<file path="src/rtl/io_port_pkg.sv">
package io_port_pkg;

    // Register offsets from the base address; the order is part of the map.
    localparam int unsigned OFS_VIEW = 0;
    localparam int unsigned OFS_DIR  = 1;
    localparam int unsigned OFS_OUT  = 2;

    typedef enum logic [1:0] {
        SEL_NONE = 2'd0,
        SEL_VIEW = 2'd1,
        SEL_DIR  = 2'd2,
        SEL_OUT  = 2'd3
    } reg_sel_e;

endpackage

</file>
<file path="src/rtl/io_port_decode.sv">
module io_port_decode
    import io_port_pkg::*;
#(
    parameter int unsigned ADDR_W = 16,
    parameter logic [ADDR_W-1:0] BASE = 16'h0023
) (
    input  logic [ADDR_W-1:0] addr,
    output reg_sel_e          sel
);
    logic [ADDR_W-1:0] offset;

    always_comb begin
        offset = addr - BASE;
        if (offset == ADDR_W'(OFS_VIEW))      sel = SEL_VIEW;
        else if (offset == ADDR_W'(OFS_DIR))  sel = SEL_DIR;
        else if (offset == ADDR_W'(OFS_OUT))  sel = SEL_OUT;
        else                                  sel = SEL_NONE;
    end
endmodule

</file>
<file path="src/rtl/io_port_sync.sv">
module io_port_sync #(
    parameter int unsigned WIDTH  = 8,
    parameter int unsigned STAGES = 2
) (
    input  logic             clk,
    input  logic             rst_n,
    input  logic [WIDTH-1:0] async_in,
    output logic [WIDTH-1:0] sync_out
);
    localparam int unsigned LAST = STAGES - 1;

    logic [WIDTH-1:0] stg_d [STAGES];
    logic [WIDTH-1:0] stg_q [STAGES];

    generate
        for (genvar s = 0; s < STAGES; s++) begin : g_stage
            if (s == 0) begin : g_first
                always_comb stg_d[s] = async_in;
            end else begin : g_next
                always_comb stg_d[s] = stg_q[s-1];
            end
            always_ff @(posedge clk or negedge rst_n) begin
                if (!rst_n) stg_q[s] <= '0;
                else        stg_q[s] <= stg_d[s];
            end
        end
    endgenerate

    assign sync_out = stg_q[LAST];
endmodule

</file>
<file path="src/rtl/io_port_core.sv">
module io_port_core
    import io_port_pkg::*;
#(
    parameter int unsigned WIDTH = 8
) (
    input  logic             clk,
    input  logic             rst_n,
    input  reg_sel_e         sel,
    input  logic             wen,
    input  logic [WIDTH-1:0] wdata,
    input  logic [WIDTH-1:0] wmask,
    output logic [WIDTH-1:0] dir_q,
    output logic [WIDTH-1:0] out_q,
    output logic             chg_valid,
    output logic [WIDTH-1:0] chg_new,
    output logic [WIDTH-1:0] chg_old
);
    typedef struct packed {
        logic [WIDTH-1:0] dir;
        logic [WIDTH-1:0] out;
        logic             chg;
        logic [WIDTH-1:0] chg_new;
        logic [WIDTH-1:0] chg_old;
    } core_state_t;

    core_state_t st_d, st_q;

    always_comb begin
        st_d     = st_q;
        st_d.chg = 1'b0;
        if (wen) begin
            unique case (sel)
                SEL_VIEW: st_d.out = st_q.out ^ (wdata & wmask);
                SEL_DIR:  st_d.dir = (st_q.dir & ~wmask) | (wdata & wmask);
                SEL_OUT:  st_d.out = (st_q.out & ~wmask) | (wdata & wmask);
                default:  ;
            endcase
        end
        if ((st_d.out != st_q.out) || (st_d.dir != st_q.dir)) begin
            st_d.chg     = 1'b1;
            st_d.chg_new = st_d.out;
            st_d.chg_old = st_q.out;
        end
    end

    always_ff @(posedge clk or negedge rst_n) begin
        if (!rst_n) st_q <= '0;
        else        st_q <= st_d;
    end

    assign dir_q     = st_q.dir;
    assign out_q     = st_q.out;
    assign chg_valid = st_q.chg;
    assign chg_new   = st_q.chg_new;
    assign chg_old   = st_q.chg_old;

    p_view_toggle_r2: assert property (@(posedge clk) disable iff (!rst_n)
        (wen && sel == SEL_VIEW) |=>
            (out_q == ($past(out_q) ^ ($past(wdata) & $past(wmask)))) && $stable(dir_q));

    p_masked_store_r4: assert property (@(posedge clk) disable iff (!rst_n)
        (wen && sel == SEL_DIR) |=>
            ((dir_q ^ $past(dir_q)) & ~$past(wmask)) == '0);

    p_no_stray_write_r5: assert property (@(posedge clk) disable iff (!rst_n)
        (!wen || sel == SEL_NONE) |=> ($stable(out_q) && $stable(dir_q)));

    p_change_strobe_r6: assert property (@(posedge clk) disable iff (!rst_n)
        (!$stable(out_q) || !$stable(dir_q)) |-> chg_valid);

    p_strobe_values_r6: assert property (@(posedge clk) disable iff (!rst_n)
        chg_valid |-> (chg_new == out_q && chg_old == $past(out_q)));
endmodule

</file>
<file path="src/rtl/io_port_regs.sv">
module io_port_regs
    import io_port_pkg::*;
#(
    parameter int unsigned       WIDTH  = 8,
    parameter int unsigned       ADDR_W = 16,
    parameter logic [ADDR_W-1:0] BASE   = 16'h0023,
    parameter int unsigned       SYNC_STAGES = 2
) (
    input  logic              clk,
    input  logic              rst_n,
    input  logic [ADDR_W-1:0] bus_addr,
    input  logic [WIDTH-1:0]  bus_wdata,
    input  logic              bus_wen,
    input  logic [WIDTH-1:0]  bus_wmask,
    output logic [WIDTH-1:0]  bus_rdata,
    input  logic [WIDTH-1:0]  pin_in,
    output logic [WIDTH-1:0]  pad_out,
    output logic [WIDTH-1:0]  pad_oe,
    output logic              chg_valid,
    output logic [WIDTH-1:0]  chg_new,
    output logic [WIDTH-1:0]  chg_old
);
    reg_sel_e         sel;
    logic [WIDTH-1:0] dir_q;
    logic [WIDTH-1:0] out_q;
    logic [WIDTH-1:0] pin_sync;
    logic [WIDTH-1:0] view_val;

    io_port_decode #(.ADDR_W(ADDR_W), .BASE(BASE)) u_decode (
        .addr (bus_addr),
        .sel  (sel)
    );

    io_port_sync #(.WIDTH(WIDTH), .STAGES(SYNC_STAGES)) u_sync (
        .clk      (clk),
        .rst_n    (rst_n),
        .async_in (pin_in),
        .sync_out (pin_sync)
    );

    io_port_core #(.WIDTH(WIDTH)) u_core (
        .clk       (clk),
        .rst_n     (rst_n),
        .sel       (sel),
        .wen       (bus_wen),
        .wdata     (bus_wdata),
        .wmask     (bus_wmask),
        .dir_q     (dir_q),
        .out_q     (out_q),
        .chg_valid (chg_valid),
        .chg_new   (chg_new),
        .chg_old   (chg_old)
    );

    always_comb begin
        view_val = (out_q & dir_q) | (pin_sync & ~dir_q);
        unique case (sel)
            SEL_VIEW: bus_rdata = view_val;
            SEL_DIR:  bus_rdata = dir_q;
            SEL_OUT:  bus_rdata = out_q;
            default:  bus_rdata = '0;
        endcase
    end

    assign pad_out = out_q;
    assign pad_oe  = dir_q;

    p_view_outputs_r7: assert property (@(posedge clk) disable iff (!rst_n)
        (sel == SEL_VIEW) |-> (((bus_rdata ^ pad_out) & pad_oe) == '0));

    p_sync_delay_r7: assert property (@(posedge clk) disable iff (!rst_n)
        (sel == SEL_VIEW && $stable(pin_in) && $stable(pad_oe)) |->
            (((bus_rdata ^ $past(pin_in, 2)) & ~pad_oe) == '0) || !$stable($past(pin_in)));
endmodule

</file>
<file path="config.mk">
export PLATFORM = sky130hd
export DESIGN_NAME = io_port_regs
export DESIGN_NICKNAME = d
export VERILOG_FILES = /design/src/rtl/io_port_pkg.sv /design/src/rtl/io_port_decode.sv /design/src/rtl/io_port_sync.sv /design/src/rtl/io_port_core.sv /design/src/rtl/io_port_regs.sv
export SDC_FILE = /design/constraint.sdc
export NUM_CORES = 1
export LEC_CHECK = 0
export CAP_MARGIN = 20
export CELL_PAD_IN_SITES_DETAIL_PLACEMENT = 0
export CELL_PAD_IN_SITES_GLOBAL_PLACEMENT = 1
export CORE_ASPECT_RATIO = 2
export CORE_MARGIN = 2
export CORE_UTILIZATION = 32
export DETAILED_ROUTE_END_ITERATION = 10
export HOLD_SLACK_MARGIN = 0.03
export PLACE_DENSITY = 0.82
export SYNTH_ARGS = -nofsm -noshare
export SYNTH_HDL_FRONTEND = slang
export SYNTH_SLANG_ARGS = --single-unit
</file>
<file path="constraint.sdc">
create_clock -name clk -period 2.5 [get_ports clk]
set_clock_uncertainty 0.1 [all_clocks]
set_input_delay 0.5 -clock clk [delete_from_list [all_inputs] [get_ports clk]]
set_output_delay 0.5 -clock clk [all_outputs]
set_load 0.1 [all_outputs]
</file>
# Word level (Yosys, flattened, before mapping)
# Index checks and enable logic that the tools add are counted.
# classes
addsub	1
multipliers	0
n_div	0
order_cmp	0
n_eq_ne	7
n_shift	0
mux	8
bitwise_logic	11
reduce_logical	2
# op_table
operator	count
$and 8x8->8	5
$or 8x8->8	3
$pmux 8 s3	1
$mux 17	1
$eq 16x1->1 const B	1
$eq 16x2->1 const B	1
$logic_not 16->1	1
$mux 16	1
$ne 8x8->1	2
$not 8->8	2
$pmux 8 s2	1
$sub 16x6->16 const B	1
$mux 8	1
$xor 8x8->8	1
$mux 2	3
$eq 2x2->1 const B	2
$eq 2x1->1 const B	1
$logic_or 1x1->1	1
# totals
ff_bits	49
latch_bits	0
ram_bits	0
mem_bits_ro	0
in_bits	43
out_inout_bits	41
memories	0

# Longest topological paths before layout
# depth
word_depth	11
ltp_mapped	8
ltp_nobuf	6

# By module
# Synthesis repeated with hierarchy kept, for this count alone.
# unflattened
cells_unflattened	216
area_unflattened_um2	2597.5
# by_module_without_submodules
mod	instances	cells_each	area_per_inst_um2
io_port_core	1	145	1735.4
io_port_sync	1	16	400.4
io_port_regs	1	36	339.1
io_port_decode	1	19	122.6

# Least setup slack after synthesis
# Ideal clock, no wire load.
# synth_path
path_type	input -> output
startpoint	in bus_addr[0]
endpoint	out bus_rdata[0]
arrival_ns	3.534
required_ns	1.900
setup_slack_ns	-1.634
stages	7
cell_sequence	buf_4 > a21oi_2 > mux2_4 > nor4_4 > buf_2 > a21oi_1 > o221ai_1
# synth_between
elab_chain_len	7
elab_cells_between_ends	11
# synth_lines
item	line_no	source
start, declared	io_port_regs.sv:11	input logic [ADDR_W-1:0] bus_addr,
$sub 16x6->16 (*)	io_port_decode.sv:13	offset = addr - BASE;
$eq 16x2->1	io_port_decode.sv:16	else if (offset == ADDR_W'(OFS_OUT)) sel = SEL_OUT;
$mux 2	io_port_decode.sv:16	
$mux 2	io_port_decode.sv:15	else if (offset == ADDR_W'(OFS_DIR)) sel = SEL_DIR;
$mux 2 (*)	io_port_decode.sv:14	if (offset == ADDR_W'(OFS_VIEW)) sel = SEL_VIEW;
$eq 2x2->1 / $eq 2x1->1 (equally long branches)	io_port_regs.sv:57	unique case (sel)
$pmux 8 s3 (*)	io_port_regs.sv:57	
end, declared	io_port_regs.sv:15	output logic [WIDTH-1:0] bus_rdata,
# Mark *: on every way between the ends. The rest lies on a longest branch, timed or not.

# Final worst setup path
# layout_path
startpoint	in bus_addr[6]
endpoint	out bus_rdata[2]
# Same word-level chain as after synthesis.

==> run metrics <==
outcome complete, but fails checks; failing checks negative setup slack; Worst setup SP type input port; Die Wd 68.4 µm; PwrDens 383 nW/µm²; critical-path cell list buf_6 > nor4b_4 > nand2_2 > buf_6 > nor4_4 > buf_4 > a21oi_2 > o221ai_4 > buf_12; synth unique cells between 50 and 60; antenna violations before repair 2; fin area between 4000 and 5000 µm²; Post-DP HPWL around 6300 µm; Detailed Route WL around 8500 µm; share of cells above drive strength 1 53.8%; Critical Path Most Common Cell buf_6; port bufs between 80 and 90; number of synthesized register bits 49; crit end category output pin; YS warnings 0; Slowest-stage cell, CP nor4b_4; NumNets Final 427; Fill cells 693; Yosys top cell by area dfrtp_1; CP max stage delay roughly 0.32 ns; Root Driver clkbuf_16; total power roughly 1.7 mW; Die ar. 9070 µm²; Leak a little over 2 nW; Antenna Nets Post-Route 0; Crit path required time around 1.9 ns; Post-DP Area 4100 µm²; worst setup path start bus_addr[6]; Detailed Routing Iterations Pass 1 4; Slew HR between 50% and 60%; syn nets ~280; # setup viols final 8; Layout Cells excl Fill slightly below 500; Crit Reg-Reg Startpoint u_core.dir_q[1]$_DFF_PN0_; chip height 133 µm; VDD IR max 0.338 mV; TritonCTS Sinks between 40 and 50; Fin Hold WS 0.0734 ns; fraction of registers with async set/reset 100%; WL per Instance between 15 and 20 µm; fin. max-slew vios 0; Cells after Synth 240; CP top delay family simple AND/OR/NAND/NOR gates; # placed instances 463; Reg2Reg Setup Slack roughly 0.070 ns; fin crit share 113%; share of the synthesized area in the top cell type around 46%; RePlAce Congestion between 0.8 and 0.9; drt drc 0; row cnt 47; Synth Cell Area ~2700 µm²; first-pass GRT wire length approximately 14,000 µm; Slew @ Worst Pin 0.633 ns; Max Fclk around 350 MHz; initial drt markers 159; Initial Util between 30% and 40%; count leader, synth dfrtp_1; TritonCTS buffer count 5; CTS tree built; final hold violation count 0; CP bufs+invs 4; list of most frequent post-synthesis cells dfrtp_1 (49), nand2_1 (40), a31oi_1 (18), mux2_2 (14), mux2_4 (11); RSZ-0062 raised after global routing true; CP arrival between 2 and 2.5 ns; gr ovfl total 0; largest net degree at the start of global routing 50; fin crit period ~2.8 ns; # H-tree levels 2; clk buf depth 2; Synth-to-Final Area Change 69.5%; routed via count divided by cell count ~5.3; Via Count 2,569; CORE AREA about 8000 µm²; setup TNS -2.19 ns; Final Worst Setup Slack -0.325 ns; I/O pin count 84; FF+latch area roughly 1300 µm²; Seq/Total Area, Yosys 46.2%; vias in the first global route about 2.6k; Worst-path clk slew 0.07 ns; Post-synth EDFFs 0; Skew-Pair Late Insertion Delay between 0.2 and 0.3 ns; CP Max Fanout 4; Synth Area per Inst about 11 µm²; worst min-delay path class in2async; GRT Total Usage between 20 and 25%; max_cap viols 0; Top FF cell, synth dfrtp_1; synth top area cells dfrtp_1 (46%), mux2_4 (6.2%), mux2_2 (5.9%), nand2_1 (5.7%), a31oi_1 (4.2%); Crit Path Class in2out; area of the multi-input gates approximately 1600 µm²
area by class of cell:
cell class	count	share of cell area, %
clock buffer	6	3.09
multi-input combinational	174	34.8
tap	98	2.73
timing repair buffer	144	30.3
inverter	10	0.835
antenna	2	0.111
clock inverter	2	0.306
sequential	49	27.8
per-layer routing:
layer / global-route usage (%) / wire [µm] / vias to the layer above
met2: 38.6 / 4970 / 76
met1: 21.1 / 2930 / 1277
met5: 0 / 0 / -
li1: - / - / 1201
met4: 8.22 / 249 / 0
met3: 3.23 / 368 / 15
cells in the final DEF (no fill, tap or decap), types with 11 or more instances in the layout:
cell             count
dlygate4sd2_1       12
dfrtp_2             14
buf_6               11
a31oi_1             18
buf_12              11
dfrtp_1             33
nand2_1             32
mux2_2              14
clkdlybuf4s50_1     11
mux2_4              11
buf_4               84
worst register-to-register path: stages, from the launching register on:
cell	delay, ns
dfrtp_4	0.48
xor2_1	0.16
a22oi_2	0.21
nand4_1	0.21
a22o_4	0.31
a211oi_4	0.24
buf_4	0.16
buf_12	0.12
mux2_2	0.34
state kept, by name, summed over array words and instances (netlist names):
| register | cells |
|---|---|
| u_core.chg_new | 8 |
| u_core.dir_q | 8 |
| u_sync.sync_out | 8 |
| u_core.out_q | 8 |
| u_sync.stg_d | 8 |
| u_core.chg_old | 8 |
| u_core.chg_valid | 1 |
per-stage QoR:
step,util [%],setup WS (ns)
2_1_floorplan,-,-1.37
3_3_place_gp,50.2,-0.730
3_5_place_dp,50.2,-0.713
4_1_cts,54.8,-0.296
5_1_grt,55.0,-0.399
6_report,55.0,-0.325
power breakdown:
| part | internal [mW] | total (mW) | switching (mW) |
|---|---|---|---|
| Sequential | 0.806 | 0.811 | 0.00543 |
| Clock | 0.398 | 0.695 | 0.296 |
| Combinational | 0.112 | 0.214 | 0.102 |
| Total | 1.32 | 1.72 | 0.404 |
worst paths after layout:
| check | end | depth (start not counted) |
|---|---|---|
| setup reg to reg | u_core.chg_old[3]$_DFFE_PN0P_ | 8 |
| setup / recovery | bus_rdata[2] | 9 |
| hold reg to reg | u_sync.sync_out[3]$_DFF_PN0_ | 0 |
| min in group clk | u_sync.sync_out[3]$_DFF_PN0_ | 0 |
| max in group asynchronous | u_core.out_q[6]$_DFF_PN0_ | 2 |
| hold / removal | u_sync.stg_d[1]$_DFF_PN0_ | 2 |
logic make-up after synthesis:
logic type	after synthesis	share of synthesized area [%]
xor+xnor	9	2.97
buf+inv	17	3.35
simple gates	80	18.6
mux	25	12.2
compound gates	60	16.6
flops	49	46.2
what timing repair did:
action / 4_1_cts / 5_1_grt
pin swaps: 19 / 7
resized for setup: 102 / 8
gates cloned: 5 / 0
endpoints found under the setup margin: 27 / 24
setup buffers: 7 / 0
hold buffers: 0 / 0
(Power assumes the default switching activity.)
